<file path="src/rtl/cam_capture_pkg.sv">
package cam_capture_pkg;
  localparam int unsigned BYTE_W = 8;
  localparam int unsigned WORD_W = 2 * BYTE_W;

  typedef struct packed {
    logic              keep;
    logic [BYTE_W-1:0] data;
    logic              last;
  } beat_t;
endpackage

</file>
<file path="src/rtl/cam_lane_sel.sv">
module cam_lane_sel #(
  parameter int unsigned BUS_W = 14,
  parameter int unsigned SEL_W = 2
) (
  input  logic                                clk,
  input  logic                                rst_n,
  input  logic [BUS_W-1:0]                    bus,
  input  logic                                fv,
  input  logic                                lv,
  input  logic [SEL_W-1:0]                    sel,
  output logic [cam_capture_pkg::BYTE_W-1:0]  byte_q,
  output logic                                fv_q,
  output logic                                lv_q
);
  import cam_capture_pkg::*;
  localparam int unsigned NLANE = (BUS_W - BYTE_W) / 2 + 1;

  logic [BYTE_W-1:0] lanes [NLANE];
  logic [BYTE_W-1:0] pick;

  for (genvar g = 0; g < NLANE; g++) begin : g_lane
    assign lanes[g] = bus[2*g +: BYTE_W];
  end

  always_comb begin
    pick = lanes[0];
    for (int k = 0; k < NLANE; k++)
      if (int'(sel) == k) pick = lanes[k];
  end

  always_ff @(posedge clk or negedge rst_n) begin
    if (!rst_n) begin
      byte_q <= '0;
      fv_q   <= 1'b0;
      lv_q   <= 1'b0;
    end else begin
      byte_q <= pick;
      fv_q   <= fv;
      lv_q   <= lv;
    end
  end
endmodule

</file>
<file path="src/rtl/cam_sync_track.sv">
module cam_sync_track #(
  parameter int unsigned CNT_W = 15
) (
  input  logic                                clk,
  input  logic                                rst_n,
  input  logic                                fv_q,
  input  logic                                lv_q,
  input  logic [cam_capture_pkg::BYTE_W-1:0]  byte_q,
  input  logic                                wr_en,
  input  logic [CNT_W-1:0]                    start_px,
  input  logic [CNT_W-1:0]                    px_m1,
  input  logic [CNT_W-1:0]                    lines_m1,
  input  logic [CNT_W-1:0]                    int_line,
  output cam_capture_pkg::beat_t              beat,
  output logic                                frame_start,
  output logic                                line_end,
  output logic                                irq_line,
  output logic                                irq_frame_end
);
  import cam_capture_pkg::*;
  localparam int unsigned PIX_W = CNT_W + 1;

  logic             fv_d, lv_d, in_frame;
  logic             line_rise;
  logic [PIX_W-1:0] pix_cnt, idx, win_end;
  logic [CNT_W-1:0] line_cnt;
  logic             line_in_win;

  assign frame_start = fv_d & ~fv_q;
  assign line_rise   = lv_q & ~lv_d;
  assign line_end    = ~lv_q & lv_d;
  assign idx         = line_rise ? '0 : pix_cnt;
  assign win_end     = {1'b0, start_px} + {1'b0, px_m1};
  assign line_in_win = in_frame && (line_cnt <= lines_m1);

  always_comb begin
    beat.data = byte_q;
    beat.last = (idx == win_end);
    beat.keep = lv_q && wr_en && line_in_win &&
                (idx >= {1'b0, start_px}) && (idx <= win_end);
  end

  always_ff @(posedge clk or negedge rst_n) begin
    if (!rst_n) begin
      fv_d          <= 1'b0;
      lv_d          <= 1'b0;
      in_frame      <= 1'b0;
      pix_cnt       <= '0;
      line_cnt      <= '0;
      irq_line      <= 1'b0;
      irq_frame_end <= 1'b0;
    end else begin
      fv_d <= fv_q;
      lv_d <= lv_q;
      if (lv_q) pix_cnt <= (idx != '1) ? idx + 1'b1 : idx;
      if (frame_start) begin
        in_frame <= 1'b1;
        line_cnt <= '0;
      end else if (line_end && in_frame && line_cnt != '1) begin
        line_cnt <= line_cnt + 1'b1;
      end
      irq_line      <= line_rise && line_in_win && (line_cnt == int_line);
      irq_frame_end <= line_end && in_frame && (line_cnt == lines_m1);
    end
  end
endmodule

</file>
<file path="src/rtl/cam_pack.sv">
module cam_pack (
  input  logic                                clk,
  input  logic                                rst_n,
  input  cam_capture_pkg::beat_t              beat,
  input  logic                                frame_start,
  input  logic                                line_end,
  input  logic                                out_ready,
  output logic                                out_valid,
  output logic [cam_capture_pkg::WORD_W-1:0]  out_data,
  output logic                                out_sof,
  output logic                                out_eol,
  output logic                                err_odd,
  output logic                                err_ovf
);
  import cam_capture_pkg::*;

  logic              hold_vld, sof_pend;
  logic [BYTE_W-1:0] hold_byte;

  always_ff @(posedge clk or negedge rst_n) begin
    if (!rst_n) begin
      hold_vld  <= 1'b0;
      hold_byte <= '0;
      sof_pend  <= 1'b0;
      out_valid <= 1'b0;
      out_data  <= '0;
      out_sof   <= 1'b0;
      out_eol   <= 1'b0;
      err_odd   <= 1'b0;
      err_ovf   <= 1'b0;
    end else begin
      out_valid <= 1'b0;
      out_sof   <= 1'b0;
      out_eol   <= 1'b0;
      if (out_valid && !out_ready) err_ovf <= 1'b1;
      if (frame_start) begin
        sof_pend <= 1'b1;
        hold_vld <= 1'b0;
      end else if (beat.keep) begin
        if (!hold_vld) begin
          hold_vld  <= 1'b1;
          hold_byte <= beat.data;
        end else begin
          hold_vld  <= 1'b0;
          out_valid <= 1'b1;
          out_data  <= {hold_byte, beat.data};
          out_sof   <= sof_pend;
          out_eol   <= beat.last;
          sof_pend  <= 1'b0;
        end
      end else if (line_end) begin
        if (hold_vld) err_odd <= 1'b1;
        hold_vld <= 1'b0;
      end
    end
  end
endmodule

</file>
<file path="src/rtl/cam_capture.sv">
module cam_capture #(
  parameter int unsigned BUS_W = 14,
  parameter int unsigned SEL_W = 2,
  parameter int unsigned CNT_W = 15
) (
  input  logic             clk,
  input  logic             rst_n,
  input  logic [BUS_W-1:0] cam_bus,
  input  logic             frame_valid,
  input  logic             line_valid,
  input  logic [SEL_W-1:0] cfg_shift,
  input  logic             cfg_wr_en,
  input  logic [CNT_W-1:0] cfg_start_px,
  input  logic [CNT_W-1:0] cfg_px_m1,
  input  logic [CNT_W-1:0] cfg_lines_m1,
  input  logic [CNT_W-1:0] cfg_int_line,
  output logic             out_valid,
  input  logic             out_ready,
  output logic [15:0]      out_data,
  output logic             out_sof,
  output logic             out_eol,
  output logic             irq_line,
  output logic             irq_frame_end,
  output logic             err_odd,
  output logic             err_ovf
);
  import cam_capture_pkg::*;

  logic [BYTE_W-1:0] byte_q;
  logic              fv_q, lv_q, frame_start, line_end;
  beat_t             beat;

  cam_lane_sel #(.BUS_W(BUS_W), .SEL_W(SEL_W)) u_lane (
    .clk(clk), .rst_n(rst_n), .bus(cam_bus), .fv(frame_valid),
    .lv(line_valid), .sel(cfg_shift), .byte_q(byte_q), .fv_q(fv_q), .lv_q(lv_q)
  );

  cam_sync_track #(.CNT_W(CNT_W)) u_track (
    .clk(clk), .rst_n(rst_n), .fv_q(fv_q), .lv_q(lv_q), .byte_q(byte_q),
    .wr_en(cfg_wr_en), .start_px(cfg_start_px), .px_m1(cfg_px_m1),
    .lines_m1(cfg_lines_m1), .int_line(cfg_int_line), .beat(beat),
    .frame_start(frame_start), .line_end(line_end),
    .irq_line(irq_line), .irq_frame_end(irq_frame_end)
  );

  cam_pack u_pack (
    .clk(clk), .rst_n(rst_n), .beat(beat), .frame_start(frame_start),
    .line_end(line_end), .out_ready(out_ready), .out_valid(out_valid),
    .out_data(out_data), .out_sof(out_sof), .out_eol(out_eol),
    .err_odd(err_odd), .err_ovf(err_ovf)
  );
endmodule

</file>
<file path="config.mk">
export PLATFORM = sky130hd
export DESIGN_NAME = cam_capture
export DESIGN_NICKNAME = d
export VERILOG_FILES = /design/src/rtl/cam_capture_pkg.sv /design/src/rtl/cam_lane_sel.sv /design/src/rtl/cam_sync_track.sv /design/src/rtl/cam_pack.sv /design/src/rtl/cam_capture.sv
export SDC_FILE = /design/constraint.sdc
export NUM_CORES = 1
export LEC_CHECK = 0
export BUFFER_PORTS_ARGS = -buffer_cell sky130_fd_sc_hd__buf_2
export CAP_MARGIN = 20
export CORE_MARGIN = 1.5
export CORE_UTILIZATION = 40
export DETAILED_ROUTE_END_ITERATION = 10
export HOLD_SLACK_MARGIN = 0.06
export PLACE_DENSITY = 0.63
export SYNTH_ARGS = -nofsm -noshare
export SYNTH_HDL_FRONTEND = slang
export SYNTH_SLANG_ARGS = --single-unit
</file>
<file path="constraint.sdc">
create_clock -name clk -period 3.1 [get_ports clk]
set_input_delay 0.62 -clock clk [delete_from_list [all_inputs] [get_ports clk]]
set_output_delay 0.62 -clock clk [all_outputs]
set_load 0.02 [all_outputs]
</file>
==> results of run 1 <==
[worst max-delay path, stage by stage]
cell and delay (ns):
buf_6 0.10, ha_4 0.15, fa_2 0.37, a21o_1 0.20
a21oi_2 0.13, o21bai_1 0.10, a21oi_2 0.17, nor3_2 0.08
o2111a_1 0.25, a311oi_2 0.20, ha_1 0.30, a21oi_2 0.12
nand2_1 0.07, a21oi_2 0.11, o21ai_1 0.07, o21a_2 0.23
nor4_4 0.26, buf_6 0.18, clkbuf_16 0.16, mux2_4 0.29
[metal layers]
| metal | global-route usage | up-vias |
|---|---|---|
| met5 | 0 | - |
| met4 | 0.03472 | 0 |
| met3 | 0.03940 | 12 |
| met2 | 0.3055 | 84 |
| met1 | 0.2296 | 2057 |
| li1 | - | 2191 |
[per-stage QoR]
step | instance area, um^2 | worst slack (ns)
detailed placement | 6595 | -1.312
finish | 7077 | -0.8539
CTS | 6944 | -0.8836
global placement | 6595 | -1.200
floorplan | 5366 | -0.9751
global route | 7077 | -1.003
[cells in the final DEF (no fill, tap or decap), types with 3 or more instances in the layout]
cell type | synthesis | final
a211oi_1 | 4 | 4
a21o_1 | 10 | 10
a21oi_1 | 23 | 18
a21oi_2 | 0 | 5
a31oi_1 | 3 | 3
and2_1 | 16 | 16
and3_1 | 11 | 11
buf_12 | 0 | 3
buf_2 | 2 | 100
buf_4 | 2 | 64
buf_6 | 1 | 9
clkbuf_16 | 0 | 11
dfrtp_1 | 77 | 77
ha_1 | 63 | 60
inv_1 | 42 | 42
inv_6 | 0 | 4
inv_8 | 0 | 3
mux2_4 | 0 | 25
mux4_2 | 8 | 8
nand2_1 | 28 | 28
nand2b_1 | 5 | 5
nand3_1 | 12 | 12
nand4_1 | 16 | 16
nor2_1 | 41 | 40
nor2b_1 | 6 | 5
nor3_1 | 6 | 3
nor4_1 | 7 | 7
o211ai_1 | 4 | 4
o21a_1 | 5 | 4
o21ai_0 | 10 | 6
o21ai_1 | 1 | 5
o21bai_1 | 4 | 4
o31a_1 | 3 | 3
xnor2_1 | 22 | 21
xor2_1 | 32 | 32
[power by group]
part / internal, mW / switching, mW
Clock: 0.570 / 0.458
Combinational: 0.317 / 0.284
Sequential: 1.05 / 0.0413
[sequential cells by signal (all words and copies together) (netlist names)]
register / cells
u_pack.out_valid: 1
u_pack.out_sof: 1
u_track.irq_line: 1
u_pack.hold_vld: 1
u_pack.out_data: 16
u_lane.lv_q: 1
u_track.line_cnt: 15
u_pack.err_odd: 1
u_pack.err_ovf: 1
u_track.irq_frame_end: 1
u_track.lv_d: 1
u_pack.sof_pend: 1
u_track.fv_d: 1
u_pack.hold_byte: 8
u_lane.byte_q: 8
u_track.in_frame: 1
u_pack.out_eol: 1
u_lane.fv_q: 1
u_track.pix_cnt: 16
[area by class of cell]
cell class / instances / area, um^2
Clock inverter: 7 / 68.82
Tap cell: 172 / 215.2
Fill cell: 1150 / 5594
Sequential cell: 77 / 1927
Timing Repair Buffer: 178 / 1192
Inverter: 42 / 157.7
Clock buffer: 9 / 225.2
Multi-Input combinational cell: 387 / 3291
[cells by family after synthesis]
family | Yosys count | share of synthesized area
and+or+nand+nor | 158 | 0.1577
adders and majority gates | 64 | 0.1544
AOI/OAI and AO/OA | 76 | 0.09606
buffers and inverters | 53 | 0.04134
DFF | 77 | 0.3680
xor gates and xnor gates | 54 | 0.09032
muxes | 35 | 0.09223
[repair_timing]
item / CTS / global route
resized for setup: 14 / 11
setup buffers: 0 / 4
hold buffers: 0 / 0
endpoints found under the setup margin: 29 / 29
pin swaps: 2 / 6
cloned: 0 / 3
[how the worst max path moves through the flow]
| stage | slack (ns) | endpoint |
|---|---|---|
| 3_3_place_gp | -1.20 | u_pack.out_data[0] |
| 4_1_cts | -0.88 | u_pack.out_data[9] |
| 5_1_grt | -1.00 | u_pack.out_data[14] |
| 3_5_place_dp | -1.31 | u_pack.out_data[6] |
| 6_report | -0.85 | u_pack.out_data[13] |
| 2_1_floorplan | -0.98 | u_pack.out_data[0] |
==> summary.txt, run 1 <==
Status
  – Run status: finished, violations left
  – Failing checks: negative setup slack

STA
  – Final setup TNS: -22.85 ns
  – Period utilization: 1.275
  – RSZ-0062 raised after global routing: true
  – Slew of the pin with the lowest slew margin: 0.9453 ns
  – Clk_skew: 0.008444 ns
  – Hold Vio Cnt, Final: 0
  – Setup violations, final: 29
  – Crit path time final: 3.954 ns
  – Hold WS: 0.3851 ns
  – Final slew viol count: 0
  – Worst setup margin: -0.8539 ns
  – Fmax: around 250 MHz
  – Rel. slew slack: 0.3615

Yosys
  – Syn avg cell area: 10.13 um^2
  – Top-count cell post-synth: dfrtp_1
  – Area contributors post-synth: dfrtp_1 37%, ha_1 15%, xor2_1 5.4%
  – Synthesis-stage register bit count: 77
  – Yosys top cell by area: dfrtp_1
  – Most used DFF post-synth: dfrtp_1
  – Yosys warning count: 0
  – Synth Cell Area: 5236 um^2
  – Async SR Flop Fraction: 1.000
  – Synth top area share: 0.3680
  – Post-synthesis cell count: about 520
  – Seq/Total Area, Yosys: 0.3680
  – Number of synthesized flops with an enable pin: 0
  – Syn nets: 663
  – Synth cell count leaders: 77 x dfrtp_1, 63 x ha_1, 42 x inv_1
  – Synth unique cells: 50

Finish
  – Layout cell share with drive strength beyond 1: 0.3614
  – ANT cells: 0
  – P&R area growth vs syn: 35.15%
  – Post-layout util: 0.5585
  – Non-Filler Instances: 872
  – Final nets: 841

CTS
  – Root Driver: clkbuf_16
  – Clock transition at the registers of the reported paths: 0.07 ns
  – Maximum clock insertion buffer count: 2
  – Worst-skew pair later-pin latency: 0.34 ns
  – Cts bufs inserted: 9
  – Sink Count: 77
  – TritonCTS clock tree: built
  – CTS H-Tree Depth: 3

Drt
  – Metal1 wirelength: 5512 um
  – 1st-pass router iterations: 4
  – Starting DRT DRC Count: 170
  – DR WL met2: 5845 um
  – WL per Instance: between 10 and 15 um
  – Highest routed layer: met4
  – WL met3: 418 um
  – DRC: 0
  – Post-Route WL: about 12000 um
  – Vias per Instance: roughly 5
  – Final ANT Viol Nets: 0
  – Vias: 4344

Place
  – Final HPWL DP: 9336 um
  – Count of input and output buffers: 104
  – Final Wtd Congestion: 0.8665
  – Inst Count DP: ~850

Global routing
  – Largest net degree at the start of global routing: 78
  – First-pass GRT wire length: 20330 um
  – Initial antenna violation count: 0
  – Vias in the first global route: about 4500
  – Total GRT Usage: 0.1774
  – GRT overflow: 0

Floorplan
  – Die area: between 10000 and 15000 um^2
  – Die Y: 117.4 um
  – I/O pin count: 105
  – Initial Util: 0.4133
  – Site Rows: 41
  – Core area: 12670 um^2
  – Chip width: 117.4 um

Worst setup path
  – Setup CP Type: primary input to flip-flop
  – R2r setup slk: -0.22 ns
  – Crit-path max FO: 5
  – CP Data Required Time: between 3 and 4 ns
  – Reg2reg path depth: 14
  – Worst setup EP type: flip-flop
  – R2R Path Start: u_track.lv_d
  – Crit path from: cfg_start_px[0]
  – R2r endpoint: u_pack.out_data[13]
  – CP Launch Type: primary input
  – Crit path DAT: 4.18 ns

Pwr
  – Worst IR drop on VDD: 252.5 uV
  – Total power: 2.718 mW
  – LEAKAGE: 3.760 nW
  – Power Density: 384.1 nW/um^2

Min path
  – Critical hold path startpoint: line_valid
  – HP Class: primary input to flip-flop
  – Hold Crit Depth: 1
  – Hold Path Sink: u_lane.lv_q

Job
  – Max cap viols: 0
No activity file was read; power rests on OpenSTA's default activity.
==> run 2, diff against run 1 <==
==> constraint.sdc (replaced) <==
create_clock -name clk -period 3.18 [get_ports clk]
set_input_delay 0.636 -clock clk [delete_from_list [all_inputs] [get_ports clk]]
set_output_delay 0.636 -clock clk [all_outputs]
set_load 0.02 [all_outputs]
==> run 2 against run 1 <==
The flow still finishes with violations (negative setup slack); count of clock-buffer cells in the layout unchanged; utilization about the same; sequential share of layout area barely moved; clock power is essentially flat; hold slack gained 0.011 ns; global-route usage is 0.17 points higher; wire length shrank 1.1%; clock skew is 0.0043 ns lower; total power fell by 2.4%; sequential cell count unchanged; non-clock buffer count rose by 1; via count barely moved.
==> summary.txt, run 2 (synthesis results as in run 1) <==
STA
  – Worst setup margin: -0.8095 ns
  – Final setup TNS: -21.19 ns
  – Slew of the pin with the lowest slew margin: 0.9516 ns
  – Setup violations, final: 29
  – Hold WS: 0.3959 ns
  – Final slew viol count: 0
  – RSZ-0062 raised after global routing: true
  – Clk_skew: 0.004098 ns
  – Crit path time final: 3.990 ns
  – Fmax: approximately 250 MHz
  – Rel. slew slack: 0.3572
  – Hold Vio Cnt, Final: 0
  – Period utilization: 1.255

Pwr
  – Clock power share: 0.379
  – Worst IR drop on VDD: 284.0 uV
  – Sequential share of power: 0.401
  – Combinational Power Share: 0.221
  – Int Power: 1.938 mW
  – LEAKAGE: 3.747 nW
  – Total power: around 2.7 mW
  – Power Density: 375.2 nW/um^2
  – Switch share: 0.2692
  – Switching Power: 714.2 uW

Floorplan
  – Die Y: approximately 120 um
  – Chip width: ~120 um
  – Site Rows: 41
  – I/O pin count: 105
  – Core area: 12670 um^2
  – Initial Util: 0.4133
  – Die area: 13790 um^2

CTS
  – Hold buffer count at cts: 0
  – Cts bufs inserted: 9
  – Maximum clock insertion buffer count: 2
  – Worst-skew pair later-pin latency: 0.33 ns
  – CTS H-Tree Depth: 3
  – TritonCTS clock tree: built
  – Sink Count: 77
  – Root Driver: clkbuf_16
  – Clock transition at the registers of the reported paths: 0.06 ns

Drt
  – WL per Instance: 13.48 um
  – Post-Route WL: 11770 um
  – Starting DRT DRC Count: about 140
  – DRC: 0
  – Vias: 4346
  – Final ANT Viol Nets: 0
  – 1st-pass router iterations: 4
  – Vias per Instance: 4.978

Min path
  – Hold Crit Depth: 0
  – Critical hold path startpoint: u_lane.fv_q
  – HP Class: flip-flop to flip-flop

Finish
  – Layout cell share with drive strength beyond 1: 0.3623
  – ANT cells: 0
  – Final nets: 842
  – Multi-input logic area: 3293 um^2
  – P&R area growth vs syn: 35.03%
  – Highest-count cells in the layout ignoring fill and taps: 101 x buf_2, 77 x dfrtp_1, 67 x buf_4
  – Biggest regs: u_pack.out_data x16, u_track.pix_cnt x16, u_track.line_cnt x15
  – Fill count: roughly 1100
  – Register area: slightly below 2000 um^2
  – Most common cell after layout, fill and taps aside: buf_2

Worst setup path
  – Critical path's slowest cell: fa_2
  – Max stage delay on crit path: 0.36 ns
  – Setup CP Type: primary input to flip-flop
  – Crit path from: cfg_start_px[0]
  – WP buf/inv: 4
  – Family with the most delay on the worst path: compound AO/OA/AOI/OAI gates
  – Crit path depth: 21
  – R2R Path Start: u_track.lv_d
  – CP Launch Type: primary input
  – Reg2reg path depth: 13
  – Crit-path max FO: 8
  – Critical path, cell by cell: buf_6 > ha_4 > fa_2 > a21o_1 > a21oi_2 > o21bai_1 > a21oi_2 > nor3_2 > o2111a_1 > a311oi_2 > ha_1 > a21oi_2 > nand2_1 > a21oi_1 > o21ai_1 > o21a_2 > buf_6 > buf_6 > nor3_4 > buf_12 > mux2_4
  – CP Data Required Time: 3.39 ns
  – Worst setup EP type: flip-flop
  – Crit path DAT: 4.20 ns

Job
  – Max cap viols: 0

Place
  – Final HPWL DP: 9219 um
  – Final Wtd Congestion: 0.8614
  – Count of input and output buffers: roughly 100

Global routing
  – Largest net degree at the start of global routing: 78
  – GRT overflow: 0
  – Vias in the first global route: 4464
  – Initial antenna violation count: 0
  – Total GRT Usage: 0.1790
  – First-pass GRT wire length: 20400 um

Status
  – Run status: finished, violations left
  – Failing checks: negative setup slack
[run 2: changes by cell type in the layout (fill, tap and decap cells not counted), moves of 2 or more]
cell / delta
inv_8: -3
clkinvlp_4: +3
inv_6: -3
buf_6: -2
buf_4: +3
[run 2: power groups by stage]
stage	logic, mW	clock network, mW	registers (mW)
6_report	0.585	1.01	1.06
5_1_grt	0.668	1.08	1.07
4_1_cts	0.587	1.03	1.06
3_5_place_dp	0.562	0	1.08
3_3_place_gp	0.541	0	1.08
2_1_floorplan	0.335	0	1.07
[run 2: path summary, 6_finish.rpt]
path	end	slack (ns)
min in group asynchronous	u_track.line_cnt[2]	0.42
hold / removal	u_track.fv_d	0.40
max in group asynchronous	u_pack.hold_byte[4]	2.12
setup reg to reg	u_pack.out_data[10]	-0.12
setup / recovery	u_pack.hold_byte[3]	-0.81
hold reg to reg	u_track.fv_d	0.40
[run 2: repair_timing]
action | CTS | global route
gates resized for setup | 15 | 12
pin swaps | 2 | 6
buffers inserted | 14 | 4
cloned | 2 | 1
setup endpoints to repair | 29 | 29
[run 2: through the flow]
| step | utilization | instance area, um^2 | instances | worst slack [ns] |
|---|---|---|---|---|
| 6_report | 0.5580 | 7071 | 873 | -0.8095 |
| 5_1_grt | 0.5580 | 7071 | 873 | -0.9857 |
| 3_3_place_gp | 0.5142 | 6515 | 840 | -1.135 |
| 4_1_cts | 0.5534 | 7012 | 871 | -0.9219 |
| 2_1_floorplan | - | 5366 | 517 | -0.9111 |
| 3_5_place_dp | 0.5142 | 6515 | 840 | -1.286 |
[run 2: layout make-up]
class                   count  share of cell area
multi-input cells         387              0.4658
clock inverters             7             0.01062
flip-flops and latches     77              0.2725
clock buffers               9             0.03185
repair buffers            179              0.1665
well taps                 172             0.03044
inverters                  42             0.02230
[run 2: routing by layer]
layer  part of all wire  up-vias  global-route usage
li1                   -     2191                   -
met5                  0        -                   0
met3              0.033       15             0.03745
met4              0.015        0             0.04244
met2               0.49       85              0.3085
met1               0.46     2055              0.2301
